<file path="src/rtl/wdt_pkg.sv">
package wdt_pkg;
  localparam int CTRL_W = 7;
  localparam logic [3:0] OFF_STATUS  = 4'h0;
  localparam logic [3:0] OFF_RELOAD  = 4'h4;
  localparam logic [3:0] OFF_RESTART = 4'h8;
  localparam logic [3:0] OFF_CTRL    = 4'hC;
  localparam logic [31:0] KICK_KEY   = 32'h0000_4755;

  // packed order fixes the bit positions: scope[6:5] .. en[0]
  typedef struct packed {
    logic [1:0] scope;
    logic       slow;
    logic       ext;
    logic       irq;
    logic       rst;
    logic       en;
  } ctrl_t;
endpackage

</file>
<file path="src/rtl/wdt_ticker.sv">
module wdt_ticker #(
  parameter int DIV = 50
) (
  input  logic clk,
  input  logic rst_n,
  input  logic clear,
  input  logic slow_sel,
  output logic tick
);
  localparam int PW = (DIV > 1) ? $clog2(DIV) : 1;
  localparam logic [PW-1:0] LAST = PW'(DIV - 1);

  logic [PW-1:0] pcnt;
  logic          wrap;

  assign wrap = (pcnt == LAST);
  assign tick = slow_sel ? wrap : 1'b1;

  always_ff @(posedge clk or negedge rst_n) begin
    if (!rst_n)             pcnt <= '0;
    else if (clear || wrap) pcnt <= '0;
    else                    pcnt <= pcnt + 1'b1;
  end

  assert_prescale_clear_R8: assert property (@(posedge clk) disable iff (!rst_n)
    clear |=> (pcnt == '0));
  assert_prescale_range_R8: assert property (@(posedge clk) disable iff (!rst_n)
    pcnt <= LAST);
endmodule

</file>
<file path="src/rtl/wdt_countdown.sv">
module wdt_countdown #(
  parameter int CNT_W = 32
) (
  input  logic             clk,
  input  logic             rst_n,
  input  logic             restart,
  input  logic [CNT_W-1:0] reload,
  input  logic             enable,
  input  logic             tick,
  input  logic             arm_rst,
  input  logic             arm_irq,
  input  logic             arm_ext,
  output logic [CNT_W-1:0] count,
  output logic             rst_o,
  output logic             irq_o,
  output logic             ext_o
);
  logic step, expire;

  assign step   = enable && tick && !restart;
  assign expire = step && (count == '0);

  always_ff @(posedge clk or negedge rst_n) begin
    if (!rst_n) begin
      count <= '0;
      rst_o <= 1'b0;
      irq_o <= 1'b0;
      ext_o <= 1'b0;
    end else begin
      rst_o <= expire && arm_rst;
      irq_o <= expire && arm_irq;
      ext_o <= expire && arm_ext;
      if (restart || expire) count <= reload;
      else if (step)         count <= count - 1'b1;
    end
  end

  assert_key_loads_R3: assert property (@(posedge clk) disable iff (!rst_n)
    restart |=> (count == $past(reload)));
  assert_freeze_R5: assert property (@(posedge clk) disable iff (!rst_n)
    (!enable && !restart) |=> $stable(count));
  assert_decrement_R5: assert property (@(posedge clk) disable iff (!rst_n)
    (step && count != '0) |=> (count == $past(count) - 1'b1));
  assert_expiry_refill_R6: assert property (@(posedge clk) disable iff (!rst_n)
    (step && count == '0) |=> (count == $past(reload)));
  assert_irq_armed_R6: assert property (@(posedge clk) disable iff (!rst_n)
    irq_o |-> $past(arm_irq));
endmodule

</file>
<file path="src/rtl/wdt_periph.sv">
module wdt_periph #(
  parameter int CLK_HZ  = 50_000_000,
  parameter int TICK_HZ = 1_000_000,
  parameter int ADDR_W  = 4,
  parameter int DATA_W  = 32,
  parameter int CNT_W   = 32
) (
  input  logic              clk,
  input  logic              rst_n,
  input  logic [ADDR_W-1:0] bus_addr,
  input  logic              bus_wr,
  input  logic [DATA_W-1:0] bus_wdata,
  output logic [DATA_W-1:0] bus_rdata,
  output logic              sys_rst_pulse,
  output logic [1:0]        rst_scope,
  output logic              irq_pulse,
  output logic              ext_pulse
);
  import wdt_pkg::*;
  localparam int DIV = (CLK_HZ / TICK_HZ > 0) ? CLK_HZ / TICK_HZ : 1;

  ctrl_t            ctrl;
  logic [CNT_W-1:0] reload;
  logic [CNT_W-1:0] count;
  logic             restart, tick;
  logic [3:0]       off;

  assign off = 4'(bus_addr);
  assign restart = bus_wr && (off == OFF_RESTART) && (32'(bus_wdata) == KICK_KEY);

  always_ff @(posedge clk or negedge rst_n) begin
    if (!rst_n) begin
      ctrl   <= '0;
      reload <= '0;
    end else if (bus_wr) begin
      if (off == OFF_RELOAD) reload <= bus_wdata[CNT_W-1:0];
      if (off == OFF_CTRL)   ctrl   <= ctrl_t'(bus_wdata[CTRL_W-1:0]);
    end
  end

  always_comb begin
    case (off)
      OFF_STATUS: bus_rdata = DATA_W'(count);
      OFF_RELOAD: bus_rdata = DATA_W'(reload);
      OFF_CTRL:   bus_rdata = DATA_W'(ctrl);
      default:    bus_rdata = '0;
    endcase
  end

  assign rst_scope = ctrl.scope;

  wdt_ticker #(.DIV(DIV)) u_ticker (
    .clk(clk), .rst_n(rst_n), .clear(restart), .slow_sel(ctrl.slow), .tick(tick)
  );

  wdt_countdown #(.CNT_W(CNT_W)) u_count (
    .clk(clk), .rst_n(rst_n), .restart(restart), .reload(reload),
    .enable(ctrl.en), .tick(tick), .arm_rst(ctrl.rst), .arm_irq(ctrl.irq),
    .arm_ext(ctrl.ext), .count(count), .rst_o(sys_rst_pulse),
    .irq_o(irq_pulse), .ext_o(ext_pulse)
  );

  assert_ctrl_write_R2: assert property (@(posedge clk) disable iff (!rst_n)
    (bus_wr && off == OFF_CTRL) |=> (bus_rdata[CTRL_W-1:0] == $past(bus_wdata[CTRL_W-1:0])
                                     || off != OFF_CTRL));
  assert_bad_key_R4: assert property (@(posedge clk) disable iff (!rst_n)
    (bus_wr && off == OFF_RESTART && 32'(bus_wdata) != KICK_KEY && !ctrl.en) |=> $stable(count));
  assert_pulse_onehot_R6: assert property (@(posedge clk) disable iff (!rst_n)
    sys_rst_pulse |-> $past(ctrl.rst));
endmodule

</file>
<file path="config.mk">
export PLATFORM = sky130hd
export DESIGN_NAME = wdt_periph
export DESIGN_NICKNAME = d
export VERILOG_FILES = /design/src/rtl/wdt_pkg.sv /design/src/rtl/wdt_ticker.sv /design/src/rtl/wdt_countdown.sv /design/src/rtl/wdt_periph.sv
export SDC_FILE = /design/constraint.sdc
export NUM_CORES = 1
export LEC_CHECK = 0
export ABC_AREA = 1
export BUFFER_PORTS_ARGS = -buffer_cell sky130_fd_sc_hd__buf_2
export CAP_MARGIN = 20
export CORE_MARGIN = 2
export CORE_UTILIZATION = 40
export CTS_BUF_LIST = sky130_fd_sc_hd__clkbuf_8
export DETAILED_ROUTE_END_ITERATION = 7
export GPL_TIMING_DRIVEN = 0
export PLACE_DENSITY_LB_ADDON = 0.12
export SLEW_MARGIN = 10
export SYNTH_ARGS = -nofsm -noshare
export SYNTH_HDL_FRONTEND = slang
export SYNTH_SLANG_ARGS = --single-unit
</file>
<file path="constraint.sdc">
create_clock -name clk -period 5.35 [get_ports clk]
set_clock_uncertainty 0.2 [all_clocks]
set_input_delay 0 -clock clk [delete_from_list [all_inputs] [get_ports clk]]
set_output_delay 0 -clock clk [all_outputs]
set_load 0.02 [all_outputs]
</file>
==> results by group, run 1 <==
CTS
  – Worst-Skew Late Latency: 0.39 ns
  – CTS tree: done
  – Clock Sink Count: 80
  – Worst-path clk slew: 0.08 ns
  – Post CTS Setup Buffer Count: 0
  – Root Buffer Master: clkbuf_8
  – Clk buf depth: 2
  – CTS Buf Count: 9
  – H-tree depth: 3

Yosys
  – Post-synthesis sequential area ratio: 39.9%
  – Syn. warnings: 0
  – Top post-synthesis cells by area: dfrtp_1, nand2_1, nor2_1
  – Post-synthesis register bit count: 80
  – Largest area contributor in the netlist: dfrtp_1
  – Most used DFF post-synth: dfrtp_1
  – Syn Area/Cell: 6.79 sq um
  – Synth Instances: about 740
  – Async SR Flop Fraction: 100%
  – Syn Nets: about 780
  – Post-synth top area share: about two fifths
  – Post-Syn Area: 5020 sq um
  – Netlist cell types: 32
  – Number of synthesized flops with an enable pin: 0

Floorplan
  – Die width: 116 microns
  – Row Count: 40
  – Die Span Y: 116 microns
  – Die ar.: roughly 13,000 sq um
  – Effective utilization at floorplan: just over 40%
  – Top Ports: 76
  – Core area: 12,100 sq um

Placement
  – Placed instance count: 983
  – HPWL Detailed: 12,400 microns
  – Port Buf Inserts: 75
  – Gpl congestion: 1.00

Timing
  – Crit share post-route: 47.4%
  – Setup_tns: 0 ns
  – RSZ-0062 raised after global routing: false
  – Max-slew headroom: 34.2%
  – Hold WS: between 0.05 and 0.06 ns
  – Final setup viols: 0
  – Slew Viols, Final: 0
  – Final Hold Fails: 0
  – Worst slew pin tran: 0.984 ns
  – Fin crit period: 2.54 ns
  – Fmax: 394 MHz

Routing
  – Drt initial violations: 436
  – DR WL met3: between 1000 and 1500 microns
  – M1 wire length: between 7000 and 8000 microns
  – Post-route ant nets: 0
  – Highest routed layer: met4
  – Drt pass-1 iters: 5
  – Post-DR wirelength/cell: 16.0 microns
  – Drt via density: 5.03
  – DRC: 0
  – Routed via count: about 5.2k
  – Metal2 WL: 7310 microns
  – Drt total wl: 16,600 microns

Finish
  – Finished Layout Cells: 1,038
  – Fill count: ~1.3k
  – Area Overhead vs Synth: 23.8%
  – Multi-input logic area: 2470 sq um
  – Layout net count: 907
  – Reg area: between 2000 and 2500 sq um
  – Share of cells above drive strength 1: 13.6%
  – Leading cell type in the layout, fill and taps excluded: nand2_1
  – Post-layout util: 51.3%
  – Most frequent cells in the layout: nand2_1, nor2_1, inv_1
  – Antenna diodes: 0

Critical path
  – CP delay by family, top: simple AND/OR/NAND/NOR gates
  – Startpoint Class: flop
  – CP dominant cell by count: nand2_1
  – Worst Path Buf+Inv: 2
  – CP required: ~5.4 ns
  – CP max FO: 10
  – Worst path cell trace: inv_1 -> ha_1 -> nand2_4 -> nor2_8 -> nand2_1 -> nor2_1 -> nand2_1 -> nand2_4 -> buf_6 -> nand2_1 -> nand3_1 -> nand2_1
  – Worst stage delay on the critical path: 0.39 ns
  – Crit. End Element: flop
  – Arr. time, crit path: 2.61 ns
  – Critical Path Slowest Stage Cell: dfrtp_1
  – Crit Path Category: reg -> reg

Power and ir drop
  – Pwr Total: 2.55 mW
  – Maximum VDD drop: 170 uV
  – Switch Pwr: 1.19 mW
  – Flop pwr share: 35.9%
  – Combinational power share: 45.7%
  – Pwr Density: about 400 nW/um^2
  – Net Sw Frac: 46.5%
  – Clk network pwr share: 18.4%
  – P_leak: approximately 3.2 nW
  – Internal power: around 1.4 mW

Job
  – MaxCap Viol Count: 0

Global route
  – Antenna violations before repair: 0
  – GR Overflow Total: 0
  – Total GRT Usage: 26.1%
  – First-pass GRT wire length: ~26,000 microns
  – Largest net degree at the start of global routing: 40
  – Vias in the first global route: 5,061

Status
  – Outcome: completed

Hold path
  – Worst min path class: in -> reg
[synth_stat cells, drive strengths merged, types with 2 or more instances]
cell    count
a21oi       7
buf         9
clkbuf     16
dfrtp      80
ha          3
inv       111
nand2     219
nand3      45
nand4       7
nor2      122
nor3        4
nor3b       2
o21ai      49
o21bai     13
o221ai      7
o22ai      25
xnor2       2
xor2       15
[state kept, by name, summed over array words and instances (netlist names)]
register / count
u_count.irq_o: 1
rst_scope: 2
u_count.ext_o: 1
u_ticker.pcnt: 6
ctrl: 5
u_count.rst_o: 1
reload: 32
u_count.count: 32
[power by group through the flow]
| stage | clock network [mW] | logic (mW) | registers, mW |
|---|---|---|---|
| after floorplan | 0 | 0.849 | 0.874 |
| after CTS | 0.476 | 1.15 | 0.911 |
| after detailed placement | 0 | 1.13 | 0.922 |
| after global placement | 0 | 1.11 | 0.920 |
| final | 0.469 | 1.17 | 0.916 |
| after global routing | 0.500 | 1.33 | 0.936 |
[kinds of logic (layout without fill, tap and decap cells)]
group	after synthesis	count (layout)	share of synthesized area, %
compound gates	102	102	12.2
xor+xnor	17	17	2.97
fa+ha+maj	3	3	0.748
buf+inv	136	267	10.8
flops	80	80	39.9
simple gates	401	401	33.4
[tightest hold or removal path: cells and delay by family]
family / cells / cell delay [ns]
and+or+nand+nor: 3 / 0.40
buffers and inverters: 1 / 0.10
AOI/OAI and AO/OA: 1 / 0.10
[worst paths after layout]
path / from / endpoint / slack (ns) / depth (start not counted)
min in group asynchronous: rst_n / u_count.count[8]$_DFFE_PN0P_ / 0.42 / 3
setup / recovery: u_count.count[0]$_DFFE_PN0P_ / u_count.count[6]$_DFFE_PN0P_ / 2.81 / 12
max in group asynchronous: rst_n / u_count.count[5]$_DFFE_PN0P_ / 2.83 / 4
hold / removal: bus_addr[3] / reload[10]$_DFFE_PN0P_ / 0.05 / 5
hold reg to reg: reload[30]$_DFFE_PN0P_ / reload[30]$_DFFE_PN0P_ / 0.29 / 2
setup reg to reg: u_count.count[0]$_DFFE_PN0P_ / u_count.count[6]$_DFFE_PN0P_ / 2.81 / 12
[timing repair]
action	4_1_cts	5_1_grt
hold endpoints to repair	119	0
gates resized for setup	0	0
hold buffers	39	0
[metrics by stage]
stage / setup WS, ns / instance area (sq um)
6_report: 2.81 / 6210
5_1_grt: 2.56 / 6210
4_1_cts: 2.70 / 6210
3_5_place_dp: 2.80 / 5630
3_3_place_gp: 2.83 / 5600
2_1_floorplan: 3.35 / 5020
[layout make-up]
cell class                      instances  share of cell area [%]
Inverter                              111                    6.71
Timing Repair Buffer                  115                    12.7
Multi-Input combinational cell        523                    39.8
Tap cell                              168                    3.38
Buffer                                 25                    2.05
Clock buffer                            9                    1.99
Sequential cell                        80                    32.2
Clock inverter                          7                    1.17
[layer usage]
layer | track usage (%) | up-vias
li1 | - | 2573
met1 | 36.4 | 2420
met3 | 4.65 | 30
met5 | 0 | -
met2 | 40.5 | 198
met4 | 10.5 | 0
(Power assumes the default switching activity.)
==> run 2: changes to the inputs <==
==> constraint.sdc (replaced) <==
create_clock -name clk -period 2.11 [get_ports clk]
set_clock_uncertainty 0.2 [all_clocks]
set_input_delay 0 -clock clk [delete_from_list [all_inputs] [get_ports clk]]
set_output_delay 0 -clock clk [all_outputs]
set_load 0.02 [all_outputs]
==> run 2 against run 1 <==
Net effect:
- clock power increased to 2.5 times the previous value
- sequential power grew to 2.6 times the previous value
- non-clock buffer count grew 12
- critical path depth up 1
- core utilization is 2.4 points higher
- design area is 4.7% higher
- wire length up 1.3%
- sequential share of layout area down 1.3 points
- cell count rose by 1.2%
==> results by group, run 2 (synthesis results as in run 1) <==
Global route
  – GR Overflow Total: 0
  – Largest net degree at the start of global routing: 43
  – First-pass GRT wire length: roughly 26,000 microns
  – Vias in the first global route: just over 5k
  – Total GRT Usage: 26.2%
  – Antenna violations before repair: 0

Routing
  – Post-DR wirelength/cell: 16.0 microns
  – Drt pass-1 iters: 5
  – Drt initial violations: 374
  – Post-route ant nets: 0
  – Routed via count: 5,251
  – Drt via density: between 5 and 6
  – Drt total wl: 16,800 microns
  – DRC: 0

Critical path
  – Crit Path Category: reg -> reg
  – Worst Path Buf+Inv: 3
  – CP delay by family, top: simple AND/OR/NAND/NOR gates
  – Crit. End Element: flop
  – Startpoint Class: flop
  – CP max FO: 10
  – Arr. time, crit path: 2.10 ns
  – Critical Path Slowest Stage Cell: dfrtp_1
  – Worst path cell trace: inv_2 -> ha_4 -> nand2_4 -> nor2_8 -> nand2_4 -> nor2_4 -> nand2_1 -> nand2_2 -> buf_8 -> buf_8 -> nand2_1 -> nand3_1 -> nand2_1
  – CP required: 2.19 ns
  – CP dominant cell by count: nand2_1
  – Worst stage delay on the critical path: 0.39 ns

Placement
  – Place WS: -0.443 ns
  – Gpl congestion: 1.00
  – HPWL Detailed: 12,400 microns
  – Placed instance count: slightly below 1k
  – Port Buf Inserts: 75
  – Post-DP Area: 5630 sq um

Timing
  – Setup_tns: 0 ns
  – Fin crit period: between 2 and 2.5 ns
  – Worst slew pin tran: 0.704 ns
  – Max-slew headroom: 53.0%
  – Fmax: 494 MHz
  – Worst setup margin: 0.0856 ns
  – Slew Viols, Final: 0
  – Final Hold Fails: 0
  – Final setup viols: 0
  – RSZ-0062 raised after global routing: true
  – Hold WS: 0.0481 ns
  – Crit share post-route: 95.9%

Floorplan
  – Core area: 12,100 sq um
  – Effective utilization at floorplan: 41.4%
  – Die width: 116 microns
  – Row Count: 40
  – Die ar.: 13,500 sq um
  – Top Ports: 76
  – Die Span Y: 116 microns

Finish
  – Biggest regs: reload x32, u_count.count x32, u_ticker.pcnt x6
  – Finished Layout Cells: 1,050
  – Share of cells above drive strength 1: 18.9%
  – Leading cell type in the layout, fill and taps excluded: nand2_1
  – Area Overhead vs Synth: 29.6%
  – Most frequent cells in the layout: nand2_1, inv_1, nor2_1
  – Layout net count: 919
  – Reg area: 2010 sq um
  – Multi-input logic area: 2610 sq um
  – Fill count: 1,240
  – Antenna diodes: 0
  – Finished Cell Area: 6500 sq um

CTS
  – Clock Sink Count: 80
  – H-tree depth: 3
  – Worst-path clk slew: 0.09 ns
  – Worst-Skew Late Latency: 0.39 ns
  – CTS Buf Count: 9
  – Clk buf depth: 2
  – CTS tree: done
  – Root Buffer Master: clkbuf_8

Power and ir drop
  – P_leak: 3.31 nW
  – Pwr Density: 1050 nW/um^2
  – Maximum VDD drop: 441 uV

Status
  – Outcome: completed

Job
  – MaxCap Viol Count: 0

Hold path
  – Worst min path class: in -> reg
run 2: cell types whose count changed in the layout (fill, tap and decap cells not counted), sizes merged:
cell,delta
dlygate4sd3,-1
buf,+13
run 2: worst min-delay path, delay by kind of cell:
kind | cells | cell delay, ns
AOI/OAI and AO/OA | 1 | 0.10
and+or+nand+nor | 3 | 0.39
buffers and inverters | 1 | 0.10
run 2: report_power, final:
group / total, mW / switching [mW] / internal, mW
combinational: 3.26 / 2.09 / 1.17
clock: 1.19 / 0.643 / 0.546
sequential: 2.38 / 0.447 / 1.93
run 2: path summary, 6_finish.rpt:
| check | cells past startpoint | from | to | slack [ns] |
|---|---|---|---|---|
| worst max-delay path | 13 | u_count.count[1]$_DFFE_PN0P_ | u_count.count[16]$_DFFE_PN0P_ | 0.09 |
| worst min-delay path | 5 | bus_addr[3] | reload[9]$_DFFE_PN0P_ | 0.05 |
| worst max register to register | 13 | u_count.count[1]$_DFFE_PN0P_ | u_count.count[16]$_DFFE_PN0P_ | 0.09 |
| worst min register to register | 2 | reload[30]$_DFFE_PN0P_ | reload[30]$_DFFE_PN0P_ | 0.29 |
| max in group asynchronous | 4 | rst_n | reload[7]$_DFFE_PN0P_ | 0.57 |
| min in group asynchronous | 3 | rst_n | u_count.count[27]$_DFFE_PN0P_ | 0.49 |
run 2: area by class of cell:
type	instances	area share (%)
Buffer	24	2.44
Clock buffer	9	1.90
Clock inverter	7	1.12
Inverter	111	6.41
Multi-Input combinational cell	523	40.1
Sequential cell	80	30.9
Tap cell	168	3.23
Timing Repair Buffer	128	13.9
run 2: what timing repair did:
item,in CTS,in global routing
pin swaps,6,4
hold buffers,38,0
gates cloned,0,1
setup endpoints to repair,32,32
setup buffers,6,7
resized for setup,25,36
endpoints found under the hold margin,119,0
run 2: through the flow:
stage / total power [mW] / utilization (%)
floorplan: 4.37 / -
global placement: 5.15 / 46.3
detailed placement: 5.20 / 46.4
CTS: 6.62 / 52.1
global route: 7.36 / 53.7
finish: 6.82 / 53.7
run 2: layer usage:
metal	track usage [%]	up-vias	share of wire, %
met5	0	-	0
met4	11.6	0	3.4
met3	4.50	36	6.1
met2	40.4	179	44
met1	36.5	2443	46
li1	-	2593	-
==> run 3: changes to the inputs <==
--- a/config.mk
+++ b/config.mk
@@ -8,12 +8,13 @@
 export ABC_AREA = 1
 export BUFFER_PORTS_ARGS = -buffer_cell sky130_fd_sc_hd__buf_2
 export CAP_MARGIN = 20
+export CORE_ASPECT_RATIO = 1.1
 export CORE_MARGIN = 2
 export CORE_UTILIZATION = 40
 export CTS_BUF_LIST = sky130_fd_sc_hd__clkbuf_8
 export DETAILED_ROUTE_END_ITERATION = 7
 export GPL_TIMING_DRIVEN = 0
-export PLACE_DENSITY_LB_ADDON = 0.12
+export PLACE_DENSITY = 0.69
 export SLEW_MARGIN = 10
 export SYNTH_ARGS = -nofsm -noshare
 export SYNTH_HDL_FRONTEND = slang
==> run 3 against run 2 <==
Net effect:
- flip-flop and latch count unchanged
- cell count decreased by 0.29%
- combinational power increased by 4%
- design area increased by 2.3%
- non-clock buffer count increased by 10
- clock power increased by 5%
==> results by group, run 3 (synthesis results as in run 1) <==
Status
  – Outcome: completed

Routing
  – Post-DR wirelength/cell: 15.6 microns
  – DRC: 0
  – Drt initial violations: 444
  – Routed via count: 5,298
  – Drt total wl: 16,400 microns
  – Drt pass-1 iters: 5
  – Post-route ant nets: 0
  – Drt via density: 5.06

Critical path
  – R2R cell count: 9
  – Crit Path Category: reg -> reg
  – Worst path cell trace: inv_1 -> ha_1 -> nand4_1 -> a21boi_2 -> inv_1 -> nand2_8 -> buf_6 -> nor2_1 -> o21bai_2
  – Arr. time, crit path: 2.10 ns
  – CP required: 2.17 ns
  – Critical Path Slowest Stage Cell: dfrtp_1
  – Reg-to-reg endpoint: u_count.count[12]$_DFFE_PN0P_
  – CP dominant cell by count: inv_1
  – Reg2Reg Launch Point: u_ticker.pcnt[1]$_DFF_PN0_
  – Startpoint Class: flop
  – Worst stage delay on the critical path: 0.40 ns
  – CP max FO: 10
  – Reg2reg setup slack: 0.07 ns
  – Crit. End Element: flop

Timing
  – Fmax: 490 MHz
  – Hold WS: 0.102 ns
  – Final Hold Fails: 0
  – Final setup viols: 0
  – Crit share post-route: 96.8%
  – Max-slew headroom: 56.9%
  – Slew Viols, Final: 0
  – Worst slew pin tran: 0.647 ns
  – Fin crit period: 2.04 ns
  – RSZ-0062 raised after global routing: true

CTS
  – Clock Sink Count: 80
  – Worst-path clk slew: about 0.090 ns
  – H-tree depth: 3
  – Clk buf depth: 2
  – CTS Buf Count: 9
  – Root Buffer Master: clkbuf_8
  – Worst-Skew Late Latency: 0.38 ns
  – CTS tree: done

Hold path
  – Startpoint of the worst hold path: bus_addr[3]
  – WHS Path Cells: 5
  – Hold EP: reload[10]$_DFFE_PN0P_
  – Worst min path class: in -> reg

Global route
  – Antenna violations before repair: 0
  – Vias in the first global route: 4,918
  – First-pass GRT wire length: 25,500 microns
  – Largest net degree at the start of global routing: 42
  – GR Overflow Total: 0
  – Total GRT Usage: between 20 and 25%

Placement
  – Port Buf Inserts: 75
  – Gpl congestion: 0.967
  – Placed instance count: 969
  – HPWL Detailed: 11,800 microns

Floorplan
  – Effective utilization at floorplan: 41.3%
  – Row Count: 42
  – Die width: 111 microns
  – Core area: 12,100 sq um
  – Die ar.: 13,500 sq um
  – Die Span Y: 121 microns
  – Top Ports: 76

Finish
  – Layout net count: 930
  – Finished Layout Cells: 1,047
  – Antenna diodes: 0
  – Area Overhead vs Synth: 32.5%
  – Share of cells above drive strength 1: 20.6%
  – Post-layout util: 54.8%
  – Biggest regs: reload x32, u_count.count x32, u_ticker.pcnt x6
  – Leading cell type in the layout, fill and taps excluded: nand2_1
  – Most frequent cells in the layout: nand2_1, inv_1, nor2_1
  – Fill count: 1,163

Power and ir drop
  – Pwr Total: 7.00 mW
  – P_leak: about 3.4 nW
  – Maximum VDD drop: between 400 and 500 uV
  – Pwr Density: 1050 nW/um^2

Job
  – MaxCap Viol Count: 0
==> run 3: cell count changes in the layout (fill, tap and decap cells not counted), sizes merged <==
cell,delta
buf,+10
inv,+1
clkbuf,+1
clkinvlp,+1
clkinv,-2
==> run 3: final cells by class <==
class	instances	area, sq um	area share, %
plain buffers	24	161	2.43
clock buffers	10	138	2.07
clock inverters	6	75.1	1.13
inverters	111	423	6.36
multi-input cells	523	2610	39.3
flip-flops and latches	80	2010	30.3
well taps	154	193	2.90
repair buffers	138	1030	15.4
repair inverters	1	7.51	0.113
==> run 3: worst max path at each step <==
stage                                    end                          start  depth (start not counted)  slack [ns]
4_1_cts         u_count.count[6]$_DFFE_PN0P_  u_count.count[15]$_DFFE_PN0P_                         11       0.005
2_1_floorplan  u_count.count[13]$_DFFE_PN0P_   u_count.count[0]$_DFFE_PN0P_                         13        0.11
3_3_place_gp    u_count.count[6]$_DFFE_PN0P_   u_count.count[0]$_DFFE_PN0P_                         12       -0.31
5_1_grt        u_count.count[30]$_DFFE_PN0P_     u_ticker.pcnt[1]$_DFF_PN0_                          9       -0.04
3_5_place_dp    u_count.count[6]$_DFFE_PN0P_   u_count.count[0]$_DFFE_PN0P_                         12       -0.31
6_report       u_count.count[12]$_DFFE_PN0P_     u_ticker.pcnt[1]$_DFF_PN0_                          9        0.07
==> run 3: where the power goes <==
part           internal (mW)  switching, mW  total [mW]  leakage (nW)
Clock                  0.596          0.657        1.25         0.105
Combinational           1.27           2.12        3.39          2.26
Sequential              1.94          0.421        2.36          1.00
==> run 3: critical path: cells and delay by family, from the launching register on <==
family                     cells  cell delay (ns)
adders and majority gates      1             0.14
and+or+nand+nor                3             0.35
buffers and inverters          3             0.39
AOI/OAI and AO/OA              2             0.44
DFF                            1             0.40
==> run 3: repair_timing <==
action	CTS	global route
pin swaps	2	11
endpoints found under the hold margin	119	0
hold buffers	38	0
cloned	0	3
resized for setup	15	58
setup endpoints to repair	32	32
setup buffers	5	17
==> run 3: metrics by stage <==
stage                     worst slack (ns)  instance area [sq um]  TNS (ns)
final                               0.0685                   6650         0
after global routing               -0.0400                   6650    -0.362
after CTS                          0.00540                   6290         0
after detailed placement            -0.314                   5610     -7.35
after global placement              -0.308                   5590     -6.81
after floorplan                      0.108                   5020         0
==> run 3: per-layer routing <==
metal / GRT usage [%] / part of all wire, %
met2: 41.0 / 49
met4: 7.03 / 1.5
met1: 33.1 / 43
met3: 3.05 / 6.5
met5: 0 / 0
